<file path="src/rtl/qs_pkg.sv">
package qs_pkg;
  localparam int TMO_W  = 6;
  localparam int BFW_W  = 6;
  localparam int BRX_W  = 8;
  localparam int LATE_W = 12;
  localparam int JMP_W  = 4;
  localparam int DUP_W  = 16;
  localparam int INO_W  = 24;
  localparam int HOLE_W = 16;
  localparam int TOT_W  = 32;
  localparam int WORD_W = 32;
  localparam int UNIT_SH = 6;

  typedef enum logic [2:0] {
    SEL_FWD   = 3'd0,
    SEL_ORDER = 3'd1,
    SEL_WIN   = 3'd2,
    SEL_MPDU  = 3'd3,
    SEL_MSDU  = 3'd4,
    SEL_BYTES = 3'd5
  } stat_sel_e;
endpackage

</file>
<file path="src/rtl/qs_ctr.sv">
module qs_ctr #(
  parameter int W   = 8,
  parameter int IW  = 1,
  parameter bit SAT = 1'b0
) (
  input  logic          clk,
  input  logic          rst_n,
  input  logic          clr,
  input  logic [IW-1:0] amt,
  output logic [W-1:0]  cnt
);
  logic [W-1:0] cnt_q, cnt_d;
  logic [W:0]   sum;
  logic         ld;

  assign sum = {1'b0, cnt_q} + (W+1)'(amt);
  assign ld  = clr | (|amt);

  always_comb begin
    cnt_d = cnt_q;
    if (clr)
      cnt_d = '0;
    else if (|amt)
      cnt_d = (SAT && sum[W]) ? '1 : sum[W-1:0];
  end

  always_ff @(posedge clk or negedge rst_n) begin
    if (!rst_n)
      cnt_q <= '0;
    else if (ld)
      cnt_q <= cnt_d;
  end

  assign cnt = cnt_q;

  // clear wins over any increment
  a_r2_clear_zero: assert property (@(posedge clk) disable iff (!rst_n)
    $past(clr) |-> cnt_q == '0);

  generate
    if (SAT) begin : g_sat
      // a full counter stays full
      a_r3_freeze: assert property (@(posedge clk) disable iff (!rst_n)
        ($past(cnt_q) == {W{1'b1}}) && !$past(clr) |-> cnt_q == {W{1'b1}});
    end else begin : g_wrap
      // a full counter stepped by one returns to zero
      a_r4_wrap: assert property (@(posedge clk) disable iff (!rst_n)
        $past(amt == IW'(1) && cnt_q == {W{1'b1}} && !clr) |-> cnt_q == '0);
    end
  endgenerate
endmodule

</file>
<file path="src/rtl/qs_len_units.sv">
module qs_len_units #(
  parameter int LEN_W = 16,
  parameter int SH    = 6,
  localparam int UW   = LEN_W - SH + 1
) (
  input  logic             clk,
  input  logic             rst_n,
  input  logic [LEN_W-1:0] len,
  output logic [UW-1:0]    units
);
  assign units = {1'b0, len[LEN_W-1:SH]} + UW'(|len[SH-1:0]);

  // units cover the length with less than one unit to spare
  a_r6_round: assert property (@(posedge clk) disable iff (!rst_n)
    ((32'(units) << SH) >= 32'(len)) && (((32'(units) << SH) - 32'(len)) < (32'd1 << SH)));
endmodule

</file>
<file path="src/rtl/qs_pack.sv">
module qs_pack
  import qs_pkg::*;
(
  input  logic [2:0]        sel,
  input  logic [TMO_W-1:0]  tmo,
  input  logic [BFW_W-1:0]  bfw,
  input  logic [BRX_W-1:0]  brx,
  input  logic [LATE_W-1:0] late,
  input  logic [JMP_W-1:0]  jmp,
  input  logic [DUP_W-1:0]  dup,
  input  logic [INO_W-1:0]  ino,
  input  logic [HOLE_W-1:0] hole,
  input  logic [TOT_W-1:0]  mpdu,
  input  logic [TOT_W-1:0]  msdu,
  input  logic [TOT_W-1:0]  bytes,
  output logic [WORD_W-1:0] word
);
  always_comb begin
    word = '0;
    case (stat_sel_e'(sel))
      SEL_FWD:   word = {dup, bfw, tmo, 4'h0};
      SEL_ORDER: word = {brx, ino};
      SEL_WIN:   word = {hole, jmp, late};
      SEL_MPDU:  word = mpdu;
      SEL_MSDU:  word = msdu;
      SEL_BYTES: word = bytes;
      default:   word = '0;
    endcase
  end
endmodule

</file>
<file path="src/rtl/queue_stats_bank.sv">
module queue_stats_bank
  import qs_pkg::*;
#(
  parameter int LEN_W = 16
) (
  input  logic             clk,
  input  logic             rst_n,
  input  logic             clr,
  input  logic             ev_tmo_hole,
  input  logic             ev_bar_fwd,
  input  logic             ev_bar_rx,
  input  logic             ev_late,
  input  logic             ev_jump,
  input  logic             ev_dup,
  input  logic             ev_fwd_cur,
  input  logic             ev_fwd_buf,
  input  logic             ev_q_cur,
  input  logic             ev_mpdu,
  input  logic             ev_msdu,
  input  logic             len_vld,
  input  logic [LEN_W-1:0] len_bytes,
  input  logic [2:0]       rd_sel,
  output logic [31:0]      rd_data
);
  localparam int UW = LEN_W - UNIT_SH + 1;

  logic [TMO_W-1:0]  tmo_c;
  logic [BFW_W-1:0]  bfw_c;
  logic [BRX_W-1:0]  brx_c;
  logic [LATE_W-1:0] late_c;
  logic [JMP_W-1:0]  jmp_c;
  logic [DUP_W-1:0]  dup_c;
  logic [INO_W-1:0]  ino_c;
  logic [HOLE_W-1:0] hole_c;
  logic [TOT_W-1:0]  mpdu_c, msdu_c, byte_c;
  logic [UW-1:0]     units, units_gated;
  logic [1:0]        ino_amt;

  assign ino_amt     = {1'b0, ev_fwd_cur} + {1'b0, ev_fwd_buf};
  assign units_gated = len_vld ? units : '0;

  qs_len_units #(.LEN_W(LEN_W), .SH(UNIT_SH)) u_units (
    .clk(clk), .rst_n(rst_n), .len(len_bytes), .units(units));

  qs_ctr #(.W(TMO_W),  .IW(1), .SAT(1'b1)) u_tmo  (.clk(clk), .rst_n(rst_n), .clr(clr), .amt(ev_tmo_hole), .cnt(tmo_c));
  qs_ctr #(.W(BFW_W),  .IW(1), .SAT(1'b1)) u_bfw  (.clk(clk), .rst_n(rst_n), .clr(clr), .amt(ev_bar_fwd),  .cnt(bfw_c));
  qs_ctr #(.W(BRX_W),  .IW(1), .SAT(1'b1)) u_brx  (.clk(clk), .rst_n(rst_n), .clr(clr), .amt(ev_bar_rx),   .cnt(brx_c));
  qs_ctr #(.W(LATE_W), .IW(1), .SAT(1'b1)) u_late (.clk(clk), .rst_n(rst_n), .clr(clr), .amt(ev_late),     .cnt(late_c));
  qs_ctr #(.W(JMP_W),  .IW(1), .SAT(1'b1)) u_jmp  (.clk(clk), .rst_n(rst_n), .clr(clr), .amt(ev_jump),     .cnt(jmp_c));
  qs_ctr #(.W(DUP_W),  .IW(1), .SAT(1'b0)) u_dup  (.clk(clk), .rst_n(rst_n), .clr(clr), .amt(ev_dup),      .cnt(dup_c));
  qs_ctr #(.W(INO_W),  .IW(2), .SAT(1'b0)) u_ino  (.clk(clk), .rst_n(rst_n), .clr(clr), .amt(ino_amt),     .cnt(ino_c));
  qs_ctr #(.W(HOLE_W), .IW(1), .SAT(1'b0)) u_hole (.clk(clk), .rst_n(rst_n), .clr(clr), .amt(ev_q_cur),    .cnt(hole_c));
  qs_ctr #(.W(TOT_W),  .IW(1), .SAT(1'b0)) u_mpdu (.clk(clk), .rst_n(rst_n), .clr(clr), .amt(ev_mpdu),     .cnt(mpdu_c));
  qs_ctr #(.W(TOT_W),  .IW(1), .SAT(1'b0)) u_msdu (.clk(clk), .rst_n(rst_n), .clr(clr), .amt(ev_msdu),     .cnt(msdu_c));
  qs_ctr #(.W(TOT_W),  .IW(UW), .SAT(1'b0)) u_byte (.clk(clk), .rst_n(rst_n), .clr(clr), .amt(units_gated), .cnt(byte_c));

  qs_pack u_pack (
    .sel(rd_sel), .tmo(tmo_c), .bfw(bfw_c), .brx(brx_c), .late(late_c), .jmp(jmp_c),
    .dup(dup_c), .ino(ino_c), .hole(hole_c), .mpdu(mpdu_c), .msdu(msdu_c),
    .bytes(byte_c), .word(rd_data));

  // two verdicts in one cycle add two
  a_r5_two_verdicts: assert property (@(posedge clk) disable iff (!rst_n)
    $past(ev_fwd_cur && ev_fwd_buf && !clr) && ($past(ino_c) < 24'hFFFFFE)
    |-> ino_c == $past(ino_c) + 24'd2);

  // a lone event moves only its own counter
  a_r11_lone_dup: assert property (@(posedge clk) disable iff (!rst_n)
    $past(ev_dup && !clr && !ev_mpdu && !ev_late) |-> $stable(mpdu_c) && $stable(late_c));
endmodule

</file>
<file path="config.mk">
export PLATFORM = sky130hd
export DESIGN_NAME = queue_stats_bank
export DESIGN_NICKNAME = d
export VERILOG_FILES = /design/src/rtl/qs_pkg.sv /design/src/rtl/qs_ctr.sv /design/src/rtl/qs_len_units.sv /design/src/rtl/qs_pack.sv /design/src/rtl/queue_stats_bank.sv
export SDC_FILE = /design/constraint.sdc
export NUM_CORES = 1
export LEC_CHECK = 0
export BUFFER_PORTS_ARGS = -buffer_cell sky130_fd_sc_hd__buf_2
export CAP_MARGIN = 10
export CORE_ASPECT_RATIO = 1.4
export CORE_UTILIZATION = 23
export DETAILED_ROUTE_END_ITERATION = 6
export PLACE_DENSITY = 0.37
export SLEW_MARGIN = 20
export SYNTH_ARGS = -nofsm -noshare
export SYNTH_HDL_FRONTEND = slang
export SYNTH_HIERARCHICAL = 1
export SYNTH_SLANG_ARGS = --single-unit
</file>
<file path="constraint.sdc">
create_clock -name clk -period 3.4 [get_ports clk]
set_input_delay 0.17 -clock clk [delete_from_list [all_inputs] [get_ports clk]]
set_output_delay 0.17 -clock clk [all_outputs]
set_load 0.05 [all_outputs]
</file>
==> metrics.md <==
| Metric | Value |
|---|---|
| DR WL/cell | 18.8 µm |
| Maximum root-to-sink buffer count | 2 |
| Place WS | -0.0476 ns |
| Synth Flop Type | dfrtp_1 |
| Pins Over Slew Limit | 0 |
| Later-pin clock latency in the skew report | 0.45 ns |
| Clock sink count | 188 |
| Drt first pass iters | 5 |
| Placed cell count | 2,090 |
| Global-route wire length before repair | 63,300 µm |
| GR peak layer | met2 |
| Worst Setup Start Kind | input port |
| Mapped Nets | 1,425 |
| Num CTS Buffers | 17 |
| Filler instances | 5,704 |
| Hold Vio Cnt, Final | 0 |
| Initial DRC count | 516 |
| Outcome | finished clean |
| N_diodes | 0 |
| Met3 Use GR | 0.0147 |
| H-tree levels | 4 |
| Yosys reg bits | 188 |
| Area after DPL | 0.0136 mm² |
| Initial antenna violation count | 2 |
| Final wirelength | 39,800 µm |
| Top-Level Pins | 66 |
| Max Cap Viol | 0 |
| Met1 usage | 0.187 |
| Cell Rows | 100 |
| Vias after detailed routing | 10,592 |
| Area grow syn2layout | 14.0% |
| Port bufs | 65 |
| CTS tree | yes |
| Die X | 199 µm |
| Syn avg cell area | 9.23 µm² |
| Number of synthesized flops with an enable pin | 0 |
| CP Class | in -> reg |
| Ys async rst share | 1.00 |
| Hold WC Path Type | in -> reg |
| GR Layer Usage met2 | 0.262 |
| CP endpoint kind | register |
| Unrepaired setup endpoints after global routing | false |
| Crit path cell chain | buf_2 > nor4_1 > nand2_1 > ha_1 > ha_1 > and2_1 > inv_1 > fa_1 > nor2b_1 > o2111ai_1 > a21oi_1 > nor3_1 > buf_12 > or4_1 > a21oi_1 |
| Cell area after synthesis | 0.0125 mm² |
| Worst VDD drop | 0.272 mV |
| Syn Inst Count | 1,355 |
| Critical path's slowest cell | or4_1 |
| Die area | 0.0553 mm² |
| Fin worst setup slack | 0.415 ns |
| Final setup fails | 0 |
| Vias in the first global route | 10,518 |
| Die height | 278 µm |
| Post-layout minimum cycle time | 2.98 ns |
| Global route total overflow | 0 |
| Layout cells sized above 1 | 0.143 |
| Crit share post-route | 0.878 |
| Largest net degree at the start of global routing | 89 |
| Post-route cell area | 0.0143 mm² |
| FMAX | 0.335 GHz |
| Fin nets | 1,466 |
| Buf+Inv Stages, Crit Path | 3 |
| Slew at the pin closest to its max-slew limit | 1.06 ns |
| WP data required | 3.77 ns |
| Final antenna-violating net count | 0 |
| Reg clk slew, reported paths | 0.08 ns |
| Slowest Stage Delay on Critical Path | 0.49 ns |
| Final Non-Filler Cells | 2,123 |
| Critical-path maximum fanout | 16 |
| Leakage Power | 5.61 nW |
| Worst path top cell family by delay | simple AND/OR/NAND/NOR gates |
| Worst Skew | 0.0131 ns |
| DRC violation count after routing | 0 |
| Initial Util | 0.234 |
| Root Driver | clkbuf_16 |
| DP HPWL | 28,500 µm |
| CORE AREA | 0.0534 mm² |
| RD Place Congestion | 0.779 |
| Total GRT Usage | 0.148 |
| Critical Path AT | 3.36 ns |
| Setup Buffers After CTS | 0 |
| Vias per cell | 4.99 |
| Post-synthesis sequential area ratio | 0.376 |
| Slew HR | 0.294 |
| Synth warn | 6 |
| Unique masters post-synth | 80 |
| Power per cell area | 360 mW/mm² |
[final timing paths]
check | slack, ns | depth (start not counted) | to | startpoint
max | 0.42 | 15 | u_byte/cnt[28]$_DFFE_PN0P_ | len_bytes[3]
min | 0.03 | 2 | u_tmo/cnt[1]$_DFFE_PN0P_ | ev_tmo_hole
max reg2reg | 0.70 | 10 | u_byte/cnt[28]$_DFFE_PN0P_ | u_byte/cnt[0]$_DFFE_PN0P_
min reg2reg | 0.56 | 2 | u_byte/cnt[5]$_DFFE_PN0P_ | u_byte/cnt[5]$_DFFE_PN0P_
max in group asynchronous | 2.34 | 3 | u_brx/cnt[4]$_DFFE_PN0P_ | rst_n
min in group asynchronous | 0.29 | 2 | u_late/cnt[5]$_DFFE_PN0P_ | rst_n
[cell usage in the layout, fill, tap and decap left out, types with 11 or more instances in the layout]
| master | instances |
|---|---|
| o221ai_1 | 11 |
| a211oi_1 | 14 |
| a221o_1 | 11 |
| mux2_2 | 22 |
| o21ai_0 | 38 |
| and2_1 | 20 |
| nor4_1 | 19 |
| xnor2_1 | 51 |
| or3_1 | 36 |
| ha_1 | 34 |
| a311oi_1 | 11 |
| buf_2 | 62 |
| dfrtp_1 | 188 |
| nand2_1 | 79 |
| nor2_1 | 109 |
| nor3_1 | 33 |
| o31ai_1 | 37 |
| buf_4 | 24 |
| clkbuf_16 | 17 |
| a21oi_1 | 118 |
| and3_1 | 20 |
| nand3_1 | 67 |
| or4_1 | 36 |
| a22oi_1 | 12 |
| xor2_1 | 15 |
| nor2b_1 | 17 |
| mux2i_1 | 47 |
| o21ai_1 | 15 |
| nand4_1 | 38 |
| inv_1 | 39 |
[sequential cells by signal, indices dropped and copies added (netlist names), 8 cells and up]
name and flops:
u_brx/cnt 8, u_dup/cnt 16, u_ino/cnt 24, u_mpdu/cnt 32, u_late/cnt 12, u_msdu/cnt 32
u_byte/cnt 32, u_hole/cnt 16
[where the power goes]
group	internal [mW]	total (mW)	leakage, nW	switching, mW
registers	2.28	2.33	2.61	0.0536
clock network	1.20	2.18	0.289	0.974
logic	0.225	0.629	2.71	0.404
[cells by family after synthesis]
kind of cell,after synthesis,synth area share
fa+ha+maj,36,0.0372
flops,188,0.376
buf+inv,115,0.0488
xor+xnor,66,0.0462
compound gates,321,0.172
simple gates,550,0.252
mux,79,0.0676
[area by class of cell]
class	instances	area, µm²	share of cell area
Sequential cell	188	4700	0.330
Inverter	40	150	0.0105
Clock buffer	20	457	0.0320
Timing Repair Buffer	97	686	0.0481
Tap cell	714	893	0.0627
Clock inverter	12	160	0.0112
Multi-Input combinational cell	1052	7210	0.505
[per-layer routing]
metal / wire (µm) / up-vias / share of wire
met5: 0 / - / 0
met4: 665 / 0 / 0.017
met3: 881 / 27 / 0.022
met1: 17700 / 5234 / 0.45
met2: 20500 / 143 / 0.52
li1: - / 5188 / -
[synthesized netlist by cell type, drive strengths merged (34+ instances only)]
library cell    n  area share
ha             34       0.034
o31ai          37       0.022
mux2i          47       0.038
xnor2          51       0.036
or3            36       0.018
nand4          47       0.029
dfrtp         188        0.38
a21oi         119       0.048
nor3           34       0.014
nand3          69       0.028
o21ai          53       0.021
nor2          112       0.035
buf            48       0.029
nand2          79       0.024
or4            36       0.022
inv            40       0.012
[through the flow]
step	utilization	total power, mW	TNS, ns	hold slack, ns
4_1_cts	0.267	5.25	0	0.0113
6_report	0.267	5.14	0	0.0348
3_3_place_gp	0.255	3.02	-0.501	0.251
3_5_place_dp	0.255	3.02	-0.276	0.253
5_1_grt	0.267	5.36	0	0.0356
2_1_floorplan	-	2.75	0	-0.126
[what timing repair did]
item                                   4_1_cts  5_1_grt
hold buffers                                 1        0
resized for setup                            0        0
endpoints found under the hold margin       65        0
Power figures use the tool's default switching activity.
